$ cat src/rtl/cws_pkg.sv
package cws_pkg;
  localparam int ADDR_W  = 4;
  localparam int DATA_W  = 16;
  localparam int HDR_W   = 12;
  localparam int FRAME_W = HDR_W + ADDR_W + DATA_W;
  localparam int CNT_W   = $clog2(FRAME_W);
  localparam logic [HDR_W-1:0] HDR_PAT = 12'h001;

  typedef enum logic [1:0] {
    ST_IDLE  = 2'd0,
    ST_SHIFT = 2'd1,
    ST_BOUND = 2'd2
  } seq_st_t;

  function automatic logic [FRAME_W-1:0] mk_frame(input logic [ADDR_W-1:0] a,
                                                  input logic [DATA_W-1:0] d);
    return {HDR_PAT, a, d};
  endfunction
endpackage

$ cat src/rtl/cws_tick.sv
// Half-period strobe for the serial clock.
module cws_tick #(
  parameter int W = 8
) (
  input  logic         clk,
  input  logic         rst_n,
  input  logic         restart,
  input  logic [W-1:0] limit,
  output logic         tick
);
  logic [W-1:0] cnt;

  // >= keeps the strobe alive if the limit is lowered while counting
  assign tick = !restart && (cnt >= limit);

  always_ff @(posedge clk or negedge rst_n) begin
    if (!rst_n)               cnt <= '0;
    else if (restart || tick) cnt <= '0;
    else                      cnt <= cnt + 1'b1;
  end
endmodule

$ cat src/rtl/cws_shreg.sv
// Frame shift register, MSB leaves first.
module cws_shreg #(
  parameter int W = 32
) (
  input  logic         clk,
  input  logic         rst_n,
  input  logic         load,
  input  logic         shift,
  input  logic [W-1:0] din,
  output logic         msb
);
  logic [W-1:0] q;

  always_ff @(posedge clk or negedge rst_n) begin
    if (!rst_n)     q <= '0;
    else if (load)  q <= din;
    else if (shift) q <= {q[W-2:0], 1'b0};
  end

  assign msb = q[W-1];
endmodule

$ cat src/rtl/cws_init_tab.sv
// Initial-pass table, entry i taken from the i-th slice of the parameters.
module cws_init_tab
  import cws_pkg::*;
#(
  parameter int N     = 6,
  parameter int IDX_W = 3,
  parameter logic [N*ADDR_W-1:0] ADDRS = '0,
  parameter logic [N*DATA_W-1:0] VALS  = '0
) (
  input  logic [IDX_W-1:0]  idx,
  output logic [ADDR_W-1:0] addr,
  output logic [DATA_W-1:0] data
);
  logic [ADDR_W-1:0] a_arr [N];
  logic [DATA_W-1:0] d_arr [N];

  for (genvar i = 0; i < N; i++) begin : g_ent
    assign a_arr[i] = ADDRS[i*ADDR_W +: ADDR_W];
    assign d_arr[i] = VALS[i*DATA_W +: DATA_W];
  end

  always_comb begin
    addr = '0;
    data = '0;
    for (int j = 0; j < N; j++) begin
      if (idx == IDX_W'(j)) begin
        addr = a_arr[j];
        data = d_arr[j];
      end
    end
  end
endmodule

$ cat src/rtl/cfgwire_seq.sv
module cfgwire_seq
  import cws_pkg::*;
#(
  parameter int NUM_INIT = 6,
  parameter int DIV_W    = 8,
  parameter logic [NUM_INIT*ADDR_W-1:0] INIT_ADDR =
    {4'hF, 4'hE, 4'hD, 4'h3, 4'h2, 4'h1},
  parameter logic [NUM_INIT*DATA_W-1:0] INIT_DATA =
    {16'hFFFF, 16'h4000, 16'h0F0F, 16'h807F, 16'h1234, 16'hA5C3}
) (
  input  logic              clk,
  input  logic              rst_n,
  input  logic [DIV_W-1:0]  half_div,
  input  logic              cal_busy,
  input  logic              req_valid,
  output logic              req_ready,
  input  logic [ADDR_W-1:0] req_addr,
  input  logic [DATA_W-1:0] req_data,
  output logic              init_done,
  output logic              ser_clk,
  output logic              ser_dat,
  output logic              ser_sel_n
);
  localparam int IDX_W = $clog2(NUM_INIT + 1);
  localparam logic [CNT_W-1:0] LAST_BIT = CNT_W'(FRAME_W - 1);
  localparam logic [1:0] GAP_TICKS = 2'd2;

  seq_st_t          st;
  logic             sclk_q, sel_n_q, from_req;
  logic [CNT_W-1:0] bit_cnt;
  logic [1:0]       gap_cnt;
  logic [IDX_W-1:0] idx;

  logic              tick, restart, load, shift, done;
  logic              have_init, can_start, next_is_req;
  logic [ADDR_W-1:0] tab_addr;
  logic [DATA_W-1:0] tab_data;
  logic [FRAME_W-1:0] next_frame;

  cws_init_tab #(
    .N(NUM_INIT), .IDX_W(IDX_W), .ADDRS(INIT_ADDR), .VALS(INIT_DATA)
  ) u_tab (
    .idx(idx), .addr(tab_addr), .data(tab_data)
  );

  cws_tick #(.W(DIV_W)) u_tick (
    .clk(clk), .rst_n(rst_n), .restart(restart), .limit(half_div), .tick(tick)
  );

  cws_shreg #(.W(FRAME_W)) u_sh (
    .clk(clk), .rst_n(rst_n), .load(load), .shift(shift),
    .din(next_frame), .msb(ser_dat)
  );

  // table entries win over requests until the table is exhausted
  assign have_init   = (idx != IDX_W'(NUM_INIT));
  assign next_is_req = !have_init;
  assign can_start   = (have_init || req_valid) && !cal_busy;
  assign next_frame  = have_init ? mk_frame(tab_addr, tab_data)
                                 : mk_frame(req_addr, req_data);

  assign load = can_start && ((st == ST_IDLE && gap_cnt == GAP_TICKS) ||
                              (st == ST_BOUND));
  assign restart = load || (st == ST_BOUND);

  // falling edge of the serial clock: either next bit or end of frame
  assign shift = (st == ST_SHIFT) && tick && sclk_q && (bit_cnt != '0);
  assign done  = (st == ST_SHIFT) && tick && sclk_q && (bit_cnt == '0);

  assign req_ready = done && from_req;
  assign init_done = !have_init;
  assign ser_clk   = sclk_q;
  assign ser_sel_n = sel_n_q;

  always_ff @(posedge clk or negedge rst_n) begin
    if (!rst_n) begin
      st       <= ST_IDLE;
      sclk_q   <= 1'b0;
      sel_n_q  <= 1'b1;
      from_req <= 1'b0;
      bit_cnt  <= '0;
      gap_cnt  <= '0;
      idx      <= '0;
    end else begin
      if (done && !from_req) idx <= idx + 1'b1;
      unique case (st)
        ST_IDLE: begin
          if (load) begin
            st       <= ST_SHIFT;
            sel_n_q  <= 1'b0;
            bit_cnt  <= LAST_BIT;
            from_req <= next_is_req;
          end else if (tick && gap_cnt != GAP_TICKS) begin
            gap_cnt <= gap_cnt + 1'b1;
          end
        end
        ST_SHIFT: begin
          if (tick) begin
            if (!sclk_q) begin
              sclk_q <= 1'b1;
            end else begin
              sclk_q <= 1'b0;
              if (bit_cnt != '0) bit_cnt <= bit_cnt - 1'b1;
              else               st      <= ST_BOUND;
            end
          end
        end
        ST_BOUND: begin
          if (load) begin
            st       <= ST_SHIFT;
            bit_cnt  <= LAST_BIT;
            from_req <= next_is_req;
          end else begin
            st      <= ST_IDLE;
            sel_n_q <= 1'b1;
            gap_cnt <= '0;
          end
        end
        default: st <= ST_IDLE;
      endcase
    end
  end
endmodule

$ cat config.mk
export PLATFORM = sky130hd
export DESIGN_NAME = cfgwire_seq
export DESIGN_NICKNAME = d
export VERILOG_FILES = /design/src/rtl/cws_pkg.sv /design/src/rtl/cws_tick.sv /design/src/rtl/cws_shreg.sv /design/src/rtl/cws_init_tab.sv /design/src/rtl/cfgwire_seq.sv
export SDC_FILE = /design/constraint.sdc
export NUM_CORES = 1
export LEC_CHECK = 0
export BUFFER_PORTS_ARGS = -buffer_cell sky130_fd_sc_hd__buf_2
export CAP_MARGIN = 20
export CORE_MARGIN = 2
export CORE_UTILIZATION = 45
export CTS_CLUSTER_DIAMETER = 60
export DETAILED_ROUTE_END_ITERATION = 8
export PLACE_DENSITY = 0.67
export SLEW_MARGIN = 10
export SYNTH_ARGS = -nofsm -noshare
export SYNTH_HDL_FRONTEND = slang
export SYNTH_SLANG_ARGS = --single-unit
$ cat constraint.sdc
create_clock -name clk -period 2.3 [get_ports clk]
set_input_delay 0.23 -clock clk [delete_from_list [all_inputs] [get_ports clk]]
set_output_delay 0.23 -clock clk [all_outputs]
set_load 0.005 [all_outputs]
======== After elaboration in Yosys (flattened, before gate mapping) ========
Index checks and enable logic that the tools add are counted.
W data, S select, Z words.
operators by class
  $add $sub $neg .......................... 4
  $lt $le $gt $ge ......................... 1
  eq/ne operators ......................... 19
  muxes and demuxes ....................... 35
  reductions and logical operators ........ 33
operators by type and width
  kind                   count
  $mux W16               6
  $mux W32               2
  $mux W20               1
  $mux W5                4
  $mux W2                9
  $ne A2 B2 Y1 const B   7
  $mux W4                3
  $logic_and A1 B1 Y1    11
  $pmux W5 S2            1
  $add A8 B1 Y8 const B  1
  $ge A8 B8 Y1           1
  $mux W8                1
  $reduce_and A4 Y1      2
  $eq A3 B2 Y1 const B   2
  $eq A3 B3 Y1 const B   2
  $ne A2 B1 Y1 const B   3
  $pmux W2 S3            1
  $reduce_bool A2 Y1     3
  $logic_not A5 Y1       1
  $mux W1                5
  $reduce_and A5 Y1      1
  $reduce_bool A5 Y1     1
  $sub A5 B1 Y5 const B  1
  $eq A2 B2 Y1 const B   2
  14 further kinds       21
word-level totals
  register bits ........................... 55
  input bits .............................. 32
  output and inout bits ................... 5
  logic and storage cells ................. 101

======== Logic depth before layout (Yosys ltp) ========
Gate-level depths: netlist (run 1).
  depth after elaboration ................. 12
  mapped depth ............................ 9

======== Cells and area by module ========
A second synthesis (run 1) with hierarchy kept.
unflattened totals
  cells, all modules ...................... 330
  area total of the unflattened synthesis .. 3370.7 um2
modules (own cells, without submodules)
  module        times used  cells each  area each (um2)  seq. area each (um2)
  cws_shreg     1           139         1512.7           800.8
  cfgwire_seq   1           103         1022.2           376.6
  cws_tick      1           58          625.6            200.2
  cws_init_tab  1           30          210.2            0.0

======== Worst setup path after synthesis (run 1) ========
OpenSTA, ideal clock, no wires.
  path kind ............................... flip-flop to flip-flop
  from .................................... register idx[0]
  to ...................................... register u_sh.q[18]
  arrival ................................. 2.236 ns
  slack ................................... -0.062 ns
  stages on the path, launching flop included .. 10
  path through ............................ dfrtp_1 inv_1 ha_1 and3b_4 nor4_4 o22ai_2 or2_1 buf_6 buf_6 a221o_1
on the way
  longest elaborated chain between the ends .. 11
  elaborated cells on any way between the ends .. 19
  those cells by class .................... eq/ne (4); mux (5); reduce/logical (10)
RTL lines
  what                                 RTL line           text
  start, declared                      cfgwire_seq.sv:32  logic [IDX_W-1:0] idx;
  start signal, assigned               cfgwire_seq.sv:85  if (done && !from_req) idx <= idx + 1'b1;
  $ne A3 B3 Y1                         cfgwire_seq.sv:56  assign have_init = (idx != IDX_W'(NUM_INIT));
  $logic_or A1 B1 Y1                   cfgwire_seq.sv:58  assign can_start = (have_init || req_valid) && !cal_busy;
  $logic_and A1 B1 Y1                  cfgwire_seq.sv:58
  $logic_and A1 B1 Y1                  cfgwire_seq.sv:62  assign load = can_start && ((st == ST_IDLE && gap_cnt == GAP_TICKS) ||
  $logic_or A1 B1 Y1                   cfgwire_seq.sv:64  assign restart = load || (st == ST_BOUND);
  $logic_not A1 Y1                     cws_tick.sv:14     assign tick = !restart && (cnt >= limit);
  $logic_and A1 B1 Y1                  cws_tick.sv:14
  $logic_and A1 B1 Y1 (3 in a row)     cfgwire_seq.sv:67  assign shift = (st == ST_SHIFT) && tick && sclk_q && (bit_cnt != '0);
  $reduce_bool A2 Y1 (no source line)  --
  end signal, assigned                 cws_shreg.sv:16    else if (load) q <= din;
  end signal, assigned                 cws_shreg.sv:17    else if (shift) q <= {q[W-2:0], 1'b0};
  end, declared                        cws_shreg.sv:12    logic [W-1:0] q;
Parallel ways exist; a longest one is shown, timed or not.
A chain may end at the register's enable or synchronous reset.

======== Worst setup path after layout (run 1) ========
  from .................................... register u_tick.cnt[2]
  to ...................................... output port req_ready
on the way
  longest elaborated chain between the ends .. 6
RTL lines
  what                              RTL line           text
  start, declared                   cws_tick.sv:11     logic [W-1:0] cnt;
  start signal, assigned            cws_tick.sv:19     else cnt <= cnt + 1'b1;
  $ge A8 B8 Y1                      cws_tick.sv:14
  $logic_and A1 B1 Y1               cws_tick.sv:14
  $logic_and A1 B1 Y1 (3 in a row)  cfgwire_seq.sv:68  assign done = (st == ST_SHIFT) && tick && sclk_q && (bit_cnt == '0);
  $logic_and A1 B1 Y1               cfgwire_seq.sv:70  assign req_ready = done && from_req;
  end, declared                     cfgwire_seq.sv:16  output logic req_ready,
No other way between the ends.

==> reports/metrics.yaml, run 1 <==
status: "complete, but fails checks"
violations: "negative setup slack"
ios: 37
stdcell_count: 468
power_switching_mw: 1.24
dr_total_vias: 2658
area_delta_synth_final_pct: 19.4
arrival_ns: 2.08
yosysWarnings: 0
synth_edf_count: 0
setup_violations: 1
grt.overflow.total: 0
final.setup_skew_ns: 0.0189
ys_ff_latch: 55
worstSetupStartpointType: "flip-flop"
internal_power_mw: 2.13
dieArea_um2: 7570
numCtsBuffers: 5
worst_pin_slew_ns: 0.696
async_flop_share: 1.00
first_pass_iters: 4
cts.sinks: 55
p_leak_nw: 1.75
crit_end: "req_ready"
fmax_mhz: 434
wl_per_cell_um: 15.2
dp_hpwl_mm: 5.05
start_util: 0.461
gpl.final_weighted_congestion: 0.843
switching_share: 0.367
placementRows: 30
io_buffers: 36
clkPwrFrac: 0.168
die_h_um: 87.0
cts_buffer_depth: 2
grt_max_degree: 56
period_minus_slack_ns: 2.31
cp-end-kind: "primary output"
worstPathRequired_ns: 2.07
path_class: "reg2out"
grt_pass1_wl_mm: 12.2
postSynthCellCount: 330
power_frac_seq: 0.429
vias_per_cell: 5.68
clk_latency_ns: 0.32
root_buffer: "clkbuf_8"
ff2ff_path_depth: 7
crit_fanout: 2
vdd_drop_max_mv: 0.380
timing.rr.start: "idx[1]"
cts_tree: "done"
syn_area_per_cell_um2: 9.40
slowest_stage: "dfrtp_1"
total_power_mw: 3.37
hp-class: "in2async"
final_hold_viol_count: 0
dp.cells: 453
synth_ff_type: "dfrtp_1"
yosysSeqAreaShare: 0.444
path_cells: "ha_4, a211oi_2, o21ai_2, a211oi_2, buf_4, nor3_2, and2_1, buf_2"
grt_usage: 0.201
setup.worst_path.start: "u_tick.cnt[2]"
drive_gt1_frac: 0.253
nNetsFinal: 436
r2r_slack_ns: 0.14
timing.final.crit_share: 1.00
postRouteAntennaNets: 0
rr_endpoint: "u_sh.q[11]"
die_width_um: 87.0
cpPeakStageDelay_ns: 0.42
htreeDepth: 2
antenna_found_initial: 0
rsz0062_at_grt: "yes"
cap_violations: 0
diodes: 0
setup_slack_ns: -0.00508
path_clk_slew_ns: 0.12
core-area_um2: 6720
post-route-drc-count: 0
slew-limit-headroom: 0.536
cp_common_cell: "a211oi_2"
drt_iter0_markers: 171
powerDensity_nw_per_um2: 911
ys_types: 52
p_comb_frac: 0.403
synth_area_um2: 3100
drv_slew: 0
grt_pass1_vias: 2500
syn-num-nets: 379
wirelength_mm: 7.13
## kinds of logic after synthesis
| family | synth area share |
|---|---|
| DFF | 0.444 |
| AOI/OAI and AO/OA | 0.209 |
| xor gates and xnor gates | 0.0226 |
| and+or+nand+nor | 0.184 |
| adders and majority gates | 0.0686 |
| buffers and inverters | 0.0508 |
| muxes | 0.0206 |
## metal layers
metal | vias up | GRT usage | share of wire
met5 | - | 0 | 0
met4 | 0 | 0.0469 | 0.012
met3 | 9 | 0.0275 | 0.041
met2 | 65 | 0.322 | 0.48
met1 | 1279 | 0.289 | 0.47
li1 | 1305 | - | -
## power groups by stage
stage	Combinational [mW]	Sequential, mW	Clock (mW)
detailed placement	1.22	1.46	0
floorplan	0.864	1.41	0
CTS	1.29	1.44	0.583
global route	1.53	1.48	0.619
finish	1.36	1.45	0.568
global placement	1.19	1.46	0
## flip-flops by register name, indices dropped and copies added (netlist names)
register	count
st	2
u_tick.cnt	8
ser_clk	1
u_sh.q	32
idx	3
gap_cnt	2
bit_cnt	5
ser_sel_n	1
from_req	1
## timing repair
action,CTS,global route
resized for setup,3,9
setup endpoints to repair,1,22
pin swaps,5,3
hold buffers,0,0
buffers inserted,5,2
## synth_stat cells, types with 5 or more instances
| master | number | area, µm² |
|---|---|---|
| a211oi_1 | 10 | 75.1 |
| clkbuf_1 | 10 | 37.5 |
| nand2_1 | 29 | 109 |
| ha_1 | 17 | 213 |
| nand2b_1 | 5 | 31.3 |
| a21oi_1 | 25 | 125 |
| inv_1 | 20 | 75.1 |
| nor3_1 | 8 | 40.0 |
| nand3_1 | 17 | 85.1 |
| dfrtp_1 | 54 | 1350 |
| a221o_1 | 11 | 110 |
| o21ai_0 | 19 | 95.1 |
| xor2_1 | 5 | 43.8 |
| nor2_1 | 30 | 113 |
## cell type report
cell class	instances	area (µm²)
multi-input combinational	238	1630
timing repair buffer	66	418
sequential	55	1380
tap	80	100
fill	605	3020
inverter	21	78.8
clock inverter	3	27.5
clock buffer	5	68.8
## worst min-delay path by stage
stage	to	startpoint	slack [ns]
finish	u_sh.q[25]	rst_n	0.04
CTS	u_sh.q[7]	rst_n	0.06
detailed placement	gap_cnt[1]	rst_n	0.41
floorplan	bit_cnt[0]	rst_n	-0.07
global placement	gap_cnt[1]	rst_n	0.41
global route	bit_cnt[3]	rst_n	0.1
## stage by stage
| stage | area (µm²) | setup slack [ns] | hold slack, ns | TNS, ns | utilization |
|---|---|---|---|---|---|
| after global placement | 3490 | 0.0812 | 0.408 | 0 | 0.520 |
| after floorplan | 3100 | -0.0620 | -0.0656 | -0.0620 | - |
| after CTS | 3640 | 0.0133 | 0.0602 | 0 | 0.541 |
| final | 3700 | -0.00508 | 0.0364 | -0.00508 | 0.551 |
| after global routing | 3700 | -0.115 | 0.0979 | -0.137 | 0.551 |
| after detailed placement | 3490 | 0.0349 | 0.414 | 0 | 0.520 |
## critical path, delay by kind of cell, from the launching register on
family,cells,cell delay [ns]
compound gates,3,0.63
simple gates,2,0.20
flops,1,0.42
buf+inv,2,0.29
fa+ha+maj,1,0.23
## placed cells by master (no fill, tap or decap), types with 2 or more instances in the layout
cell and count:
and2_1 2, nor4_1 4, inv_1 20, nand2b_1 5
buf_2 36, nor2_1 27, o21ai_0 19, a221o_1 11
a211o_1 2, nor3b_1 2, o221ai_1 2, or3_1 3
nor2_2 3, a211oi_2 3, nand3_1 17, nand2_1 29
a211oi_1 7, and3_1 3, clkbuf_8 5, o21a_1 2
o22a_1 2, a21oi_1 25, buf_4 29, nand4_1 2
xnor2_1 3, mux2_2 3, o211ai_1 2, mux2i_1 3
dfrtp_1 54, nor3_1 7, ha_1 16, o221a_2 3
a21o_1 4, xor2_1 5
Power figures use the tool's default switching activity.
==> inputs of run 2 (changes only) <==
--- a/config.mk
+++ b/config.mk
@@ -11,8 +11,8 @@
 export CORE_UTILIZATION = 45
 export CTS_CLUSTER_DIAMETER = 60
 export DETAILED_ROUTE_END_ITERATION = 8
-export PLACE_DENSITY = 0.67
-export SLEW_MARGIN = 10
+export PLACE_DENSITY = 0.75
+export SLEW_MARGIN = 20
 export SYNTH_ARGS = -nofsm -noshare
 export SYNTH_HDL_FRONTEND = slang
 export SYNTH_SLANG_ARGS = --single-unit
==> reports/metrics.yaml, run 2 (synthesized netlist as in run 1, its figures left out) <==
cts_buffer_depth: 2
diodes: 0
grt.overflow.total: 0
dieArea_um2: 7570
slowest_stage: "dfrtp_1"
mostFrequentLayoutCells: "dfrtp_1 (54), buf_2 (36), nand2_1 (29), nor2_1 (26)"
path_cells: "ha_2, nand2_1, o21ai_2, a211oi_2, buf_4, nor4_2, buf_4, mux2_2"
io_buffers: 36
top_regs: "u_sh.q x32, u_tick.cnt x8, bit_cnt x5"
gpl.final_weighted_congestion: 0.892
cts.sinks: 55
postRouteAntennaNets: 0
setup_tns_ns: 0
cp-end-kind: "flip-flop"
cp_common_cell: "buf_4"
grt_usage: 0.197
p_leak_nw: 1.77
worstSetupStartpointType: "flip-flop"
start_util: 0.461
final_hold_viol_count: 0
first_pass_iters: 4
grt_max_degree: 56
grt_pass1_wl_mm: 11.9
layout_commonest_cell: "dfrtp_1"
setup_violations: 0
drive_gt1_frac: 0.264
dr_total_vias: 2667
root_buffer: "clkbuf_8"
fmax_mhz: 443
vdd_drop_max_mv: 0.403
drv_slew: 0
ios: 37
cpPeakStageDelay_ns: 0.43
largest_register_ff_count: 32
final.setup_skew_ns: 0.0115
dp_hpwl_mm: 5.01
die_h_um: 87.0
fin_hold_ws_ns: 0.213
slew-limit-headroom: 0.637
period_minus_slack_ns: 2.26
area_delta_synth_final_pct: 21.3
drt_iter0_markers: 145
total_power_mw: 3.51
core-area_um2: 6720
post-route-drc-count: 0
powerDensity_nw_per_um2: 932
wl_per_cell_um: 15.2
path_class: "reg2reg"
htreeDepth: 2
vias_per_cell: 5.71
timing.final.crit_share: 0.981
placementRows: 30
die_width_um: 87.0
rsz0062_at_grt: "yes"
fillCellCount: 580
critPathTopFamily: "flip-flops"
worst_pin_slew_ns: 0.544
status: "finished, final reports clean"
nNetsFinal: 435
top_register: "u_sh.q"
numCtsBuffers: 5
crit_fanout: 4
grt_pass1_vias: 2482
clk_latency_ns: 0.31
hp-class: "in2reg"
arrival_ns: 2.45
cp.buffers_inverters: 2
antenna_found_initial: 0
path_clk_slew_ns: 0.10
wirelength_mm: 7.10
worstPathRequired_ns: 2.49
cap_violations: 0
cts_tree: "done"
run 2: layout make-up:
cell class                      instances  area [µm²]  area share
Multi-Input combinational cell        238        1650       0.438
Sequential cell                        55        1380       0.366
Timing Repair Buffer                   65         438       0.116
Tap cell                               80         100      0.0266
Clock buffer                            6        82.6      0.0220
Inverter                               21        78.8      0.0210
Clock inverter                          2        35.0     0.00932
run 2: worst min-delay path, cell delays in order:
cell and delay [ns]:
buf_2 0.09, o21ai_0 0.09, o221ai_1 0.08
run 2: what timing repair did:
action	in CTS	in global routing
cloned	0	0
buffers inserted	3	6
gates resized for setup	4	13
pin swaps	1	3
setup endpoints to repair	24	15
hold buffers	1	0
endpoints found under the hold margin	54	0
run 2: path summary, 6_finish.rpt:
check	from	to	slack, ns	cells after the start
setup reg to reg	u_tick.cnt[1]	idx[1]	0.04	8
hold / removal	req_data[5]	u_sh.q[5]	0.21	3
setup / recovery	u_tick.cnt[1]	idx[1]	0.04	8
min in group asynchronous	rst_n	gap_cnt[1]	0.44	3
max in group asynchronous	rst_n	ser_sel_n	1.56	3
hold reg to reg	u_sh.q[0]	u_sh.q[0]	0.49	1
run 2: stage by stage:
step	worst slack, ns	cells	utilization	cell area (µm²)
5_1_grt	-0.0580	467	0.560	3760
3_3_place_gp	0.0671	449	0.519	3490
6_report	0.0427	467	0.560	3760
3_5_place_dp	-0.0709	449	0.519	3490
2_1_floorplan	-0.0620	330	-	3100
4_1_cts	0.00964	461	0.544	3650
run 2: layer usage:
| layer | track usage | vias up | routed length (µm) |
|---|---|---|---|
| li1 | - | 1306 | - |
| met5 | 0 | - | 0 |
| met4 | 0.0568 | 0 | 104 |
| met2 | 0.321 | 61 | 3520 |
| met3 | 0.0360 | 13 | 311 |
| met1 | 0.268 | 1287 | 3160 |
run 2: power breakdown:
part | switching, mW | internal [mW] | total [mW]
sequential | 0.199 | 1.25 | 1.45
clock | 0.309 | 0.353 | 0.662
combinational | 0.710 | 0.688 | 1.40
total | 1.22 | 2.29 | 3.51
==> inputs of run 3 (changes only) <==
--- a/config.mk
+++ b/config.mk
@@ -12,6 +12,7 @@
 export CTS_CLUSTER_DIAMETER = 60
 export DETAILED_ROUTE_END_ITERATION = 8
 export PLACE_DENSITY = 0.75
+export RECOVER_POWER = 25
 export SLEW_MARGIN = 20
 export SYNTH_ARGS = -nofsm -noshare
 export SYNTH_HDL_FRONTEND = slang
==> reports/metrics.yaml, run 3 (synthesized netlist as in run 1, its figures left out) <==
worst_pin_slew_ns: 1.34
largest_register_ff_count: 32
numCtsBuffers: 5
r2r_slack_ns: 0.02
top_register: "u_sh.q"
dr_total_vias: 2670
mostFrequentLayoutCells: "dfrtp_1 (54), buf_2 (36), nand2_1 (29), nor2_1 (26)"
antenna_found_initial: 0
postRouteAntennaNets: 0
worstPathRequired_ns: 2.49
fin_area_um2: 3740
die_width_um: 87.0
p_leak_nw: 1.77
total_power_mw: 3.50
clk_latency_ns: 0.31
grt_max_degree: 56
status: "finished, final reports clean"
powerDensity_nw_per_um2: 936
wirelength_mm: 7.10
vdd_drop_max_mv: 0.404
core-area_um2: 6720
io_buffers: 36
ios: 37
dp_hpwl_mm: 5.01
first_pass_iters: 4
layout_commonest_cell: "dfrtp_1"
wl_per_cell_um: 15.2
htreeDepth: 2
dieArea_um2: 7570
placed_cell_area_um2: 3490
rsz0062_at_grt: "yes"
final_util: 0.557
placementRows: 30
arrival_ns: 2.47
drv_slew: 0
root_buffer: "clkbuf_8"
cts.sinks: 55
timing.final.crit_share: 0.990
cp-end-kind: "flip-flop"
die_h_um: 87.0
grt_usage: 0.197
setup_slack_ns: 0.0234
final.setup_skew_ns: 0.0111
cts_tree: "done"
fmax_mhz: 439
preCtsSetupSlack_ns: -0.0709
slew-limit-headroom: 0.107
vias_per_cell: 5.72
path_class: "reg2reg"
grt.overflow.total: 0
path_clk_slew_ns: 0.10
diodes: 0
cap_violations: 0
cts_buffer_depth: 2
nNetsFinal: 435
worstSetupStartpointType: "flip-flop"
grt_pass1_wl_mm: 11.9
top_regs: "u_sh.q x32, u_tick.cnt x8, bit_cnt x5"
post-route-drc-count: 0
grt_pass1_vias: 2482
hp-class: "in2reg"
gpl.final_weighted_congestion: 0.892
drive_gt1_frac: 0.264
area_delta_synth_final_pct: 20.8
drt_iter0_markers: 151
period_minus_slack_ns: 2.28
final_hold_viol_count: 0
start_util: 0.461
setup_violations: 0
fin_hold_ws_ns: 0.216
crit_fanout: 4
run 3: cell types whose count changed in the layout (fill, tap and decap cells not counted):
cell	previous run	this run
clkbuf_2	0	1
buf_12	3	2
run 3: cell type report:
class	count	area, µm²
Multi-Input combinational cell	238	1650
Fill cell	582	2970
Timing Repair Buffer	65	423
Inverter	21	78.8
Tap cell	80	100
Sequential cell	55	1380
Clock buffer	6	82.6
Clock inverter	2	35.0
run 3: critical path: stages, from the launching register on:
cell and delay (ns):
dfrtp_1 0.43, ha_2 0.34, nand2_1 0.06, o21ai_2 0.20, a211oi_2 0.13, buf_4 0.17, nor4_2 0.32, buf_4 0.20
mux2_2 0.32
run 3: path summary, 6_finish.rpt:
check / from / to / cells after the start
max: u_tick.cnt[1] / idx[1] / 8
min: req_data[5] / u_sh.q[5] / 3
max reg2reg: u_tick.cnt[1] / idx[1] / 8
min reg2reg: u_sh.q[0] / u_sh.q[0] / 1
max in group asynchronous: rst_n / idx[0] / 3
min in group asynchronous: rst_n / gap_cnt[1] / 3
run 3: repair_timing:
| action | in CTS | in global routing |
|---|---|---|
| hold buffers | 1 | 0 |
| pin swaps | 1 | 3 |
| resized for setup | 4 | 13 |
| setup endpoints to repair | 24 | 15 |
| hold endpoints to repair | 54 | 0 |
| buffers inserted | 3 | 6 |
run 3: layer usage:
layer	up-vias	part of all wire	track usage
met5	-	0	0
met4	0	0.015	0.0568
met3	13	0.045	0.0360
met2	65	0.50	0.321
met1	1286	0.44	0.268
li1	1306	-	-
run 3: through the flow:
step	setup TNS, ns	cells
finish	0	467
global route	-0.0970	467
CTS	0	461
floorplan	-0.0620	330
global placement	0	449
detailed placement	-0.656	449
run 3: power breakdown:
part           switching, mW  internal [mW]  total, mW  leakage [nW]
registers              0.202           1.25       1.45         0.684
clock network          0.308          0.353      0.660        0.0612
logic                  0.711          0.685       1.40          1.02
